**src/rtl/spi_port_pkg.sv**
```systemverilog
`timescale 1ns/1ps
package spi_port_pkg;
    localparam int DW       = 8;
    localparam int CNT_W    = 4;
    localparam int CB_EN    = 0;
    localparam int CB_MST   = 1;
    localparam int CB_CPOL  = 2;
    localparam int CB_CPHA  = 3;
    localparam int CB_LSB   = 4;
    localparam int CB_IRQ   = 5;
    localparam int CB_RATE  = 6;

    localparam logic [1:0] A_CTRL = 2'd0;
    localparam logic [1:0] A_STAT = 2'd1;
    localparam logic [1:0] A_DATA = 2'd2;

    localparam int PIN_SCK  = 0;
    localparam int PIN_MOSI = 1;
    localparam int PIN_MISO = 2;
    localparam int PIN_SS   = 3;

    typedef struct packed {
        logic [DW-1:0]    ctrl;
        logic             done;
        logic             wcol;
        logic             armed;
        logic             busy;
        logic [CNT_W-1:0] ecnt;
        logic [DW-1:0]    shreg;
        logic [DW-1:0]    rxbuf;
        logic             drv;
        logic             sck;
        logic             sck_prev;
    } spi_state_t;

    function automatic logic [DW-1:0] shift_in(input logic [DW-1:0] sh, input logic b,
                                                input logic lsb);
        return lsb ? {b, sh[DW-1:1]} : {sh[DW-2:0], b};
    endfunction

    function automatic logic out_bit(input logic [DW-1:0] sh, input logic lsb);
        return lsb ? sh[0] : sh[DW-1];
    endfunction
endpackage

```
**src/rtl/spi_port_sync.sv**
```systemverilog
`timescale 1ns/1ps
module spi_port_sync #(
    parameter int         W      = 1,
    parameter int         STAGES = 2,
    parameter logic [W-1:0] RST  = '0
) (
    input  logic         clk,
    input  logic         rst_n,
    input  logic [W-1:0] d,
    output logic [W-1:0] q
);
    logic [W-1:0] pipe_q [STAGES];

    always_ff @(posedge clk or negedge rst_n) begin
        if (!rst_n) begin
            for (int k = 0; k < STAGES; k++) pipe_q[k] <= RST;
        end else begin
            pipe_q[0] <= d;
            for (int k = 1; k < STAGES; k++) pipe_q[k] <= pipe_q[k-1];
        end
    end

    assign q = pipe_q[STAGES-1];
endmodule

```
**src/rtl/spi_port_rate.sv**
```systemverilog
`timescale 1ns/1ps
module spi_port_rate #(
    parameter int DIV0 = 4,
    parameter int DIV1 = 16,
    parameter int DIV2 = 64,
    parameter int DIV3 = 128
) (
    input  logic       clk,
    input  logic       rst_n,
    input  logic       run,
    input  logic [1:0] sel,
    output logic       tick
);
    localparam int CW = $clog2(DIV3 / 2 + 1);
    localparam logic [CW-1:0] H0 = CW'(DIV0 / 2 - 1);
    localparam logic [CW-1:0] H1 = CW'(DIV1 / 2 - 1);
    localparam logic [CW-1:0] H2 = CW'(DIV2 / 2 - 1);
    localparam logic [CW-1:0] H3 = CW'(DIV3 / 2 - 1);

    logic [CW-1:0] cnt_d, cnt_q, last;

    always_comb begin
        unique case (sel)
            2'd0:    last = H0;
            2'd1:    last = H1;
            2'd2:    last = H2;
            default: last = H3;
        endcase
        tick  = run && (cnt_q == last);
        cnt_d = (!run || tick) ? '0 : cnt_q + 1'b1;
    end

    always_ff @(posedge clk or negedge rst_n) begin
        if (!rst_n) cnt_q <= '0;
        else        cnt_q <= cnt_d;
    end
endmodule

```
**src/rtl/spi_port_ctrl.sv**
```systemverilog
`timescale 1ns/1ps
module spi_port_ctrl
    import spi_port_pkg::*;
#(
    parameter int DIV0 = 4,
    parameter int DIV1 = 16,
    parameter int DIV2 = 64,
    parameter int DIV3 = 128
) (
    input  logic          clk,
    input  logic          rst_n,
    input  logic [1:0]    bus_addr,
    input  logic          bus_wr,
    input  logic          bus_rd,
    input  logic [DW-1:0] bus_wdata,
    output logic [DW-1:0] bus_rdata,
    input  logic          sck_i,
    output logic          sck_o,
    input  logic          mosi_i,
    output logic          mosi_o,
    input  logic          miso_i,
    output logic          miso_o,
    input  logic          ss_i,
    input  logic [3:0]    usr_dir,
    output logic [3:0]    pin_oe,
    output logic          irq
);
    localparam logic [CNT_W-1:0] M_LAST = CNT_W'(2 * DW - 1);
    localparam logic [CNT_W-1:0] S_LAST = CNT_W'(DW - 1);

    spi_state_t st_d, st_q;
    logic [DW-1:0] ctrl_r;
    logic sck_s, mosi_s, ss_s;
    logic en, mst, cpol, cpha, lsb;
    logic rate_tick, slv_active, xfer_busy, fault, data_acc;
    logic done_r, wcol_r;

    spi_port_sync #(.W(3), .STAGES(2), .RST(3'b100)) u_sync (
        .clk(clk), .rst_n(rst_n), .d({ss_i, mosi_i, sck_i}), .q({ss_s, mosi_s, sck_s})
    );

    spi_port_rate #(.DIV0(DIV0), .DIV1(DIV1), .DIV2(DIV2), .DIV3(DIV3)) u_rate (
        .clk(clk), .rst_n(rst_n), .run(st_q.busy),
        .sel(ctrl_r[CB_RATE+1:CB_RATE]), .tick(rate_tick)
    );

    assign ctrl_r     = st_q.ctrl;
    assign done_r     = st_q.done;
    assign wcol_r     = st_q.wcol;
    assign en         = ctrl_r[CB_EN];
    assign mst        = ctrl_r[CB_MST];
    assign cpol       = ctrl_r[CB_CPOL];
    assign cpha       = ctrl_r[CB_CPHA];
    assign lsb        = ctrl_r[CB_LSB];
    assign slv_active = en && !mst && !ss_s;
    assign xfer_busy  = st_q.busy || (slv_active && st_q.ecnt != '0);
    assign fault      = en && mst && !usr_dir[PIN_SS] && !ss_s;
    assign data_acc   = (bus_wr || bus_rd) && bus_addr == A_DATA;

    always_comb begin
        logic lead;
        logic samp;
        st_d = st_q;
        st_d.sck_prev = sck_s;
        lead = 1'b0;
        samp = 1'b0;

        // flag clear sequence: status read seen with done set, then data access
        if (st_q.armed && data_acc) begin
            st_d.done  = 1'b0;
            st_d.wcol  = 1'b0;
            st_d.armed = 1'b0;
        end
        if (bus_rd && bus_addr == A_STAT && st_q.done) st_d.armed = 1'b1;

        // master engine: one rate tick per SCK edge, 16 edges per byte
        if (!st_q.busy) begin
            st_d.sck = cpol;
        end else if (rate_tick) begin
            lead     = ~st_q.ecnt[0];
            samp     = lead ^ cpha;
            st_d.sck = ~st_q.sck;
            if (samp) st_d.shreg = shift_in(st_q.shreg, miso_i, lsb);
            else      st_d.drv   = out_bit(st_q.shreg, lsb);
            st_d.ecnt = st_q.ecnt + 1'b1;
            if (st_q.ecnt == M_LAST) begin
                st_d.busy  = 1'b0;
                st_d.done  = 1'b1;
                st_d.rxbuf = st_d.shreg;
            end
        end

        // slave engine: edges of the synchronised external clock
        if (en && !mst) begin
            if (ss_s) begin
                st_d.ecnt = '0;
                st_d.drv  = out_bit(st_q.shreg, lsb);
            end else if (sck_s != st_q.sck_prev) begin
                lead = (sck_s != cpol);
                samp = lead ^ cpha;
                if (samp) begin
                    st_d.shreg = shift_in(st_q.shreg, mosi_s, lsb);
                    if (st_q.ecnt == S_LAST) begin
                        st_d.ecnt  = '0;
                        st_d.done  = 1'b1;
                        st_d.rxbuf = st_d.shreg;
                    end else begin
                        st_d.ecnt = st_q.ecnt + 1'b1;
                    end
                end else begin
                    st_d.drv = out_bit(st_q.shreg, lsb);
                end
            end
        end

        if (!en) begin
            st_d.busy = 1'b0;
            st_d.ecnt = '0;
        end

        if (bus_wr && bus_addr == A_CTRL) st_d.ctrl = bus_wdata;

        if (bus_wr && bus_addr == A_DATA) begin
            if (xfer_busy) begin
                st_d.wcol = 1'b1;
            end else begin
                st_d.shreg = bus_wdata;
                st_d.drv   = out_bit(bus_wdata, lsb);
                if (en && mst) begin
                    st_d.busy = 1'b1;
                    st_d.ecnt = '0;
                end
            end
        end

        // loss of mastership overrides everything else this cycle
        if (fault) begin
            st_d.ctrl[CB_MST] = 1'b0;
            st_d.done         = 1'b1;
            st_d.busy         = 1'b0;
            st_d.ecnt         = '0;
            st_d.sck          = cpol;
        end
    end

    always_ff @(posedge clk or negedge rst_n) begin
        if (!rst_n) st_q <= '0;
        else        st_q <= st_d;
    end

    always_comb begin
        unique case (bus_addr)
            A_CTRL:  bus_rdata = ctrl_r;
            A_STAT:  bus_rdata = {6'b0, st_q.wcol, st_q.done};
            A_DATA:  bus_rdata = st_q.rxbuf;
            default: bus_rdata = '0;
        endcase
        if (!en)      pin_oe = usr_dir;
        else if (mst) pin_oe = {usr_dir[PIN_SS], 1'b0, usr_dir[PIN_MOSI], usr_dir[PIN_SCK]};
        else          pin_oe = {1'b0, usr_dir[PIN_MISO] & ~ss_s, 2'b00};
    end

    assign sck_o  = st_q.sck;
    assign mosi_o = st_q.drv;
    assign miso_o = st_q.drv;
    assign irq    = st_q.done && ctrl_r[CB_IRQ];
endmodule

```
**config.mk**
```make
export PLATFORM = sky130hd
export DESIGN_NAME = spi_port_ctrl
export DESIGN_NICKNAME = d
export VERILOG_FILES = /design/src/rtl/spi_port_pkg.sv /design/src/rtl/spi_port_sync.sv /design/src/rtl/spi_port_rate.sv /design/src/rtl/spi_port_ctrl.sv
export SDC_FILE = /design/constraint.sdc
export NUM_CORES = 1
export LEC_CHECK = 0
export CORE_MARGIN = 2
export CORE_UTILIZATION = 45
export DETAILED_ROUTE_END_ITERATION = 10
export DONT_BUFFER_PORTS = 1
export PLACE_DENSITY = 0.71
export SLEW_MARGIN = 15
export SYNTH_ARGS = -nofsm -noshare
export SYNTH_HDL_FRONTEND = slang
export SYNTH_SLANG_ARGS = --single-unit
```
**constraint.sdc**
```tcl
create_clock -name clk -period 2.5 [get_ports clk]
set_input_delay 0.125 -clock clk [delete_from_list [all_inputs] [get_ports clk]]
set_output_delay 0.125 -clock clk [all_outputs]
set_load 0.05 [all_outputs]
```
# Word-level counts from Yosys, hierarchy flattened
# Cells that the tools add are included.
# totals
rom_bits	0
mem_bits_rw	0
elab_cells	109
latchBits	0
reg_bits	48
memories	0
input_bits	22
# classes
n_bitwise	6
shifts	0
addsub	2
div_mod_pow	0
mul	0
n_lt_le_gt_ge	0
muxes	50
reduce_logical	26
eq_ne	10
# op_table
operator	count
2-to-1 mux 8 bit	7
2-to-1 mux 21 bit	2
2-to-1 mux 13 bit	2
case mux 8 bit (3 select lines)	1
2-to-1 mux 1 bit	23
2-to-1 mux 23 bit	1
2-to-1 mux 22 bit	1
2-to-1 mux 20 bit	1
case mux 6 bit (3 select lines)	1
2-to-1 mux 16 bit	1
2-to-1 mux 4 bit	4
2-to-1 mux 5 bit	3
logical AND 1 bit	14
adder 7 x 1 -> 7 bit (second input constant)	1
== test 7 x 6 -> 1 bit	1
2-to-1 mux 7 bit	1
adder 4 x 1 -> 4 bit (second input constant)	1
== test 2 x 1 -> 1 bit (second input constant)	2
== test 2 bit (second input constant)	2
== test 4 x 3 -> 1 bit (second input constant)	1
== test 4 bit (second input constant)	1
logical NOT 1 bit	4
logical NOT 2 bit	2
nonzero test 2 bit	2
9 further kinds	15

# Longest topological paths before layout
# Gate-level depths: netlist of the first run.
# logic_depth
depth_word	19
mapped_depth	8

# Cells and area by module
# From an unflattened synthesis of the first run, not the netlist that was laid out.
# unflattened
cells_unflattened	303
hier_area_um2	3056.7
# modules_own_cells
mod	instances	cells_each	seq_area_each_um2	area_each_um2
spi_port_ctrl	1	256	875.8	2487.4
spi_port_rate	1	38	175.2	394.1
spi_port_sync	1	9	152.6	175.2

# Least setup slack after synthesis of the first run
# No wires, ideal clock.
# synth_path
path_type	reg2reg
startpoint	register u_rate.cnt_q[2]
endpoint	register st_q[12] in the netlist's numbering
arrival_ns	1.900
synth_period_minus_slack_ns	2.021
n_path_buf	2
path_stages_with_launch	8
slack_ns	0.479
setup_ns	0.121
path_cell_list	dfrtp_1 buf_6 or3_4 a2111o_1 a211oi_4 buf_6 o21ai_1 a22o_1
# synth_rtl
item	line	source
start, declared	spi_port_rate.sv:20	logic [CW-1:0] cnt_d, cnt_q, last;
start signal, assigned	spi_port_rate.sv:35	else cnt_q <= cnt_d;
end signal, assigned	spi_port_ctrl.sv:148	else st_q <= st_d;
end, declared	spi_port_ctrl.sv:31	spi_state_t st_d, st_q;

==> results.txt, run 1 <==
----------------------------------------------------
[Run status]
  Outcome ... finished, final reports clean

[Layout]
  Most common cell after layout, fill and taps aside ... dfrtp_1
  FILL cells ... 554
  Most frequent cells in the layout ... dfrtp_1, nor2_1, mux2i_1
  Count of inserted antenna diode cells ... 0
  Core Util, Final ... 53.4%
  Final layout net count ... 338
  Area grow syn2layout ... 12.9%
  Share of cells above drive strength 1 ... 14.0%

[Power and ir drop]
  Leakage component of the power ... 0.00136 uW
  Max rail drop VDD ... 0.498 mV
  Total power per unit cell area ... 684 nW/um^2

[Timing]
  Hold violation total from the final report ... 0
  Slew headroom ... 40.5%
  Worst-case clock skew ... 0.0102 ns
  Achievable clock frequency ... 426 MHz
  Final setup vio count ... 0
  Tightest Pin Transition ... 0.890 ns
  Period utilisation layout ... 93.9%
  Pins over their slew limit ... 0
  Total Neg Setup Slack ... 0 ns
  Unrepaired setup endpoints after global routing ... false
  Time the worst path needs with I/O delays and setup ... 2.35 ns
  Slack of the critical path ... 0.153 ns

[Setup path]
  Critical R2R Capture ... miso_o
  Crit Path Max Fanout ... 9
  Crit path required time ... 2.67 ns
  CP Capture Type ... flop
  Type of the worst setup path ... reg -> reg
  CP Data Arrival Time ... 2.52 ns
  R2R cell count ... 5
  Crit start category ... flop
  Origin of the critical flop-to-flop path ... u_rate.cnt_q[2]
  Reg2reg setup slack ... 0.15 ns

[Logic synthesis]
  Avg Synthesized Cell Area ... 9.76 sq um
  Yosys synthesis warning count ... 0
  Syn Std Cell Area ... 2850 sq um
  Synthesized netlist net count ... 317
  Main flop type after synthesis ... dfrtp_1
  Post-synth cell types ... 58
  Synth Register Bits ... 48
  Number of instances in the synthesized netlist ... 292
  Portion of the post-synthesis area used by sequential elements ... 42.2%
  Number of synthesized flops with an enable pin ... 0
  Share of async-settable or async-resettable flops after synthesis ... 100%

[Placed design]
  Detail Placement HPWL ... 4990 um
  Worst slack after detailed placement ... 0.236 ns
  Gpl congestion ... 0.867
  IO Port Bufs ... 0

[Worst hold path]
  Worst hold path endpoint ... wcol_r
  Worst Hold Depth ... 2
  Source of the worst hold timing path ... bus_wr
  Min-delay worst type ... in -> reg

[Drt]
  Total Wirelength ... 7040 um
  Vias per cell ... 6.15
  Routed via count ... 2393
  Post-DRT Antenna Nets ... 0
  Wirelength per Cell ... 18.1 um
  Remaining design rule violation count ... 0
  Length of the first detailed-routing pass in iterations ... 5
  Starting DRC count in detailed routing ... 126

[Floorplanning]
  Chip Height ... 83.6 um
  Core area ... 6030 sq um
  Die area ... 6990 sq um
  Starting density of the core ... 47.3%
  Core Rows ... 28
  Die W ... 83.6 um
  I/O Pins ... 38

[Clocking]
  Count of H-tree levels built during CTS ... 2
  CTS tree ... done
  Number of clock buffers inserted by TritonCTS ... 5
  Number of sinks driven by the clock tree ... 48
  Clock-pin slew reported for the worst setup and hold paths after clock tree synthesis ... 0.09 ns
  Later-pin clock latency in the skew report ... 0.30 ns
  Root buffer cell ... clkbuf_8
  Number of buffers between clock root and the deepest sink ... 2

[GRT]
  Global-route wire length before repair ... 11700 um
  Global-route usage over all layers ... 20.4%
  Total grt overflow ... 0
  Antenna violations before repair ... 0
  Number of global-route vias before repair ... 2281
  Maximum number of pins on one net before global-route repair ... 49

[Job]
  Number of violations of the max-capacitance limit ... 0

----------------------------------------------------
## through the flow
stage | hold slack (ns) | power (uW) | instance area, sq um | cells
4_1_cts | 0.00162 | 2200 | 3220 | 389
6_report | 0.00533 | 2200 | 3220 | 389
3_5_place_dp | -0.168 | 1720 | 2990 | 368
5_1_grt | 0.00523 | 2320 | 3220 | 389
3_3_place_gp | -0.168 | 1700 | 2990 | 368
2_1_floorplan | -0.171 | 1570 | 2850 | 292
## sequential cells by signal, summed over array words and instances (netlist names)
register / cells
st_q: 23
ctrl_r: 8
u_rate.cnt_q: 7
u_sync.pipe_q: 3
u_sync.q: 3
done_r: 1
miso_o: 1
sck_o: 1
wcol_r: 1
## worst max path at each step
stage,startpoint,endpoint,slack [ns],cells past startpoint
final,u_rate.cnt_q[2],miso_o,0.15,5
after global routing,u_rate.cnt_q[2],miso_o,0.11,5
after CTS,u_rate.cnt_q[2],miso_o,0.23,5
after detailed placement,u_rate.cnt_q[2],miso_o,0.24,5
after global placement,u_rate.cnt_q[2],miso_o,0.32,5
after floorplan,u_rate.cnt_q[2],st_q[12],0.48,7
## power by group
part	total (uW)	internal, uW	switching, uW
clock network	450	197	253
registers	1010	879	133
logic	738	292	446
total	2200	1370	832
## per-layer routing
| layer | part of all wire, % | track usage [%] |
|---|---|---|
| met5 | 0 | 0 |
| met4 | 1.1 | 4.40 |
| met3 | 6.7 | 4.35 |
| met2 | 46 | 31.4 |
| met1 | 46 | 29.8 |
## cell usage after synthesis (5+ instances only)
library cell	count	share of area (%)
a31o_2	5	1.5
inv_1	9	1.2
clkbuf_1	9	1.2
mux2_2	6	2.4
o31a_1	8	2.5
dfrtp_1	46	40
nand2_1	17	2.2
o21ai_0	15	2.6
xor2_1	7	2.2
a21oi_1	15	2.6
o22ai_1	6	1.3
mux2i_1	24	8.4
nand3_1	8	1.4
nor2_1	25	3.3
a22o_1	6	1.8
and2_1	7	1.5
o21ai_1	7	1.2
## logic make-up after synthesis
family / Yosys count / synth area share [%]
xor+xnor: 9 / 2.77
simple gates: 88 / 16.1
compound gates: 89 / 22.5
fa+ha+maj: 3 / 1.32
mux: 31 / 11.3
flops: 48 / 42.2
buf+inv: 24 / 3.86
## final cells by class
cell class / count / area [sq um] / area share, %
Tap cell: 75 / 93.8 / 2.92
Clock buffer: 7 / 76.3 / 2.37
Inverter: 9 / 33.8 / 1.05
Sequential cell: 48 / 1200 / 37.4
Timing Repair Buffer: 29 / 268 / 8.32
Multi-Input combinational cell: 220 / 1540 / 47.8
Clock inverter: 1 / 5.00 / 0.156
## critical path, cell delays in order (launching register included)
cell       delay, ns
dfrtp_1         0.48
or3_4           0.38
a2111oi_0       0.58
o211ai_1        0.30
a221o_1         0.36
o2bb2ai_1       0.13
## what timing repair did
| item | CTS | global route |
|---|---|---|
| hold endpoints to repair | 66 | 0 |
| setup buffers | 0 | 0 |
| hold buffers | 13 | 0 |
| gates resized for setup | 0 | 0 |
No activity file was read; power rests on OpenSTA's default activity.
==> inputs of run 2 (changes only) <==
--- a/config.mk
+++ b/config.mk
@@ -7,6 +7,7 @@
 export LEC_CHECK = 0
 export CORE_MARGIN = 2
 export CORE_UTILIZATION = 45
+export CTS_BUF_LIST = sky130_fd_sc_hd__clkbuf_4
 export DETAILED_ROUTE_END_ITERATION = 10
 export DONT_BUFFER_PORTS = 1
 export PLACE_DENSITY = 0.71
==> results.txt, run 2 (synthesized netlist as in run 1, its figures left out) <==
----------------------------------------------------
[Run status]
  Outcome ... finished, final reports clean

[Layout]
  Most common cell after layout, fill and taps aside ... dfrtp_1
  FILL cells ... 554
  Flip-flop count of the largest register after layout ... 23
  Final layout net count ... 343
  Area grow syn2layout ... 13.8%
  Most frequent cells in the layout ... dfrtp_1, nor2_1, mux2i_1
  Core Util, Final ... 53.8%
  Share of cells above drive strength 1 ... 14.4%
  Register ranked first by flip-flop count ... st_q
  Total area of sequential cells ... 1200 sq um
  Count of inserted antenna diode cells ... 0
  Area taken by multi-input logic gates ... 1540 sq um

[Clocking]
  Later-pin clock latency in the skew report ... 0.37 ns
  Number of clock buffers inserted by TritonCTS ... 5
  Number of hold-repair buffers added at the cts stage ... 18
  Post_cts resized ... 0
  Clock-pin slew reported for the worst setup and hold paths after clock tree synthesis ... 0.12 ns
  Count of H-tree levels built during CTS ... 2
  Number of buffers added for setup after CTS ... 0
  Number of sinks driven by the clock tree ... 48
  CTS tree ... done
  Root buffer cell ... clkbuf_4
  Number of buffers between clock root and the deepest sink ... 2

[Worst hold path]
  Worst Hold Depth ... 2
  Min-delay worst type ... in -> reg

[Power and ir drop]
  Total power per unit cell area ... 658 nW/um^2
  Gate power share ... 35.2%
  Switching portion of total power ... 38.6%
  Leakage component of the power ... 0.00137 uW
  P_int ... 1310 uW
  Max rail drop VDD ... 0.604 mV
  Overall power ... 2130 uW
  Sequential group share of total power ... 47.3%
  Clock group share of total power ... 17.4%
  Power spent charging and discharging nets ... 824 uW

[Timing]
  Unrepaired setup endpoints after global routing ... false
  Pins over their slew limit ... 0
  Total Neg Setup Slack ... 0 ns
  Tightest Pin Transition ... 0.875 ns
  Time the worst path needs with I/O delays and setup ... 2.32 ns
  Period utilisation layout ... 92.9%
  Slew headroom ... 41.4%
  Hold violation total from the final report ... 0
  Worst-case clock skew ... 0.0150 ns
  Final setup vio count ... 0
  Achievable clock frequency ... 431 MHz

[Setup path]
  Reg2reg setup slack ... 0.18 ns
  Origin of the critical flop-to-flop path ... u_rate.cnt_q[2]
  Stage delay of the slowest cell on the critical path ... 0.54 ns
  R2R cell count ... 5
  Number of buffer and inverter stages on the critical path ... 0
  Crit. path cell count ... 5
  Critical-path top delay cell ... a2111oi_0
  CP Data Arrival Time ... 2.56 ns
  Crit start category ... flop
  Crit path required time ... 2.74 ns
  Type of the worst setup path ... reg -> reg
  CP Capture Type ... flop
  Top cell family by delay on the critical path ... compound AO/OA/AOI/OAI gates
  Cell breakdown of the critical path ... or3_4, a2111oi_0, o211ai_1, a221o_1, o2bb2ai_1
  Crit Path Max Fanout ... 9
  Critical R2R Capture ... miso_o
  Destination of the critical timing path ... miso_o
  Critical Path Start ... u_rate.cnt_q[2]

[GRT]
  Number of global-route vias before repair ... 2314
  Global-route usage over all layers ... 20.7%
  Total grt overflow ... 0
  Maximum number of pins on one net before global-route repair ... 49
  Antenna violations before repair ... 0
  Global-route wire length before repair ... 11800 um

[Placed design]
  Detail Placement HPWL ... 4990 um
  Gpl congestion ... 0.867
  IO Port Bufs ... 0

[Drt]
  Post-DRT Antenna Nets ... 0
  Wirelength per Cell ... 17.8 um
  Remaining design rule violation count ... 0
  Total Wirelength ... 7020 um
  Routed via count ... 2402
  Starting DRC count in detailed routing ... 143
  Vias per cell ... 6.10
  Length of the first detailed-routing pass in iterations ... 4

[Floorplanning]
  Core area ... 6030 sq um
  Die area ... 6990 sq um
  Core Rows ... 28
  Starting density of the core ... 47.3%
  I/O Pins ... 38
  Chip Height ... 83.6 um
  Die W ... 83.6 um

[Job]
  Number of violations of the max-capacitance limit ... 0

----------------------------------------------------
[run 2: cell types whose count changed in the layout (fill, tap and decap cells not counted)]
cell,previous run,this run
dlygate4sd3_1,12,17
clkbuf_8,5,0
clkbuf_1,2,0
clkbuf_4,0,7
[run 2: how the worst min path moves through the flow]
stage	from	endpoint	slack (ns)
3_5_place_dp	rst_n	u_rate.cnt_q[6]	-0.17
2_1_floorplan	rst_n	ctrl_r[0]	-0.17
5_1_grt	usr_dir[3]	st_q[23]	0.04
3_3_place_gp	rst_n	u_rate.cnt_q[6]	-0.17
4_1_cts	usr_dir[3]	st_q[23]	0.005
6_report	usr_dir[3]	st_q[23]	0.02
[run 2: final cells by class]
type                       count  share of cell area [%]
timing repair buffer          34                    9.80
clock buffer                   7                    1.62
clock inverter                 1                   0.154
sequential                    48                    37.1
tap                           75                    2.89
multi-input combinational    220                    47.4
inverter                       9                    1.04
[run 2: layer usage]
layer | vias up | wire length, um | global-route usage (%)
li1 | 1143 | - | -
met1 | 1173 | 3200 | 29.4
met2 | 75 | 3260 | 32.1
met3 | 11 | 453 | 4.45
met4 | 0 | 103 | 5.72
met5 | - | 0 | 0
[run 2: worst reg2reg max path: cells and delay by family (launching register included)]
family | cells | cell delay, ns
and+or+nand+nor | 1 | 0.38
AOI/OAI and AO/OA | 4 | 1.34
DFF | 1 | 0.50
[run 2: power groups by stage]
stage                     combinational [uW]  clock [uW]  sequential, uW
after floorplan                          563           0            1010
after global placement                   676           0            1020
after detailed placement                 693           0            1020
after CTS                                746         386            1010
after global routing                     821         420            1020
final                                    752         372            1010
[run 2: stage by stage]
stage               hold WS [ns]  cell area, sq um  worst slack, ns  std cells
floorplan                 -0.171              2850            0.479        292
global placement          -0.168              2990            0.319        368
detailed placement        -0.168              2990            0.236        368
CTS                      0.00522              3240            0.226        394
global route              0.0434              3240           0.0963        394
finish                    0.0204              3240            0.178        394
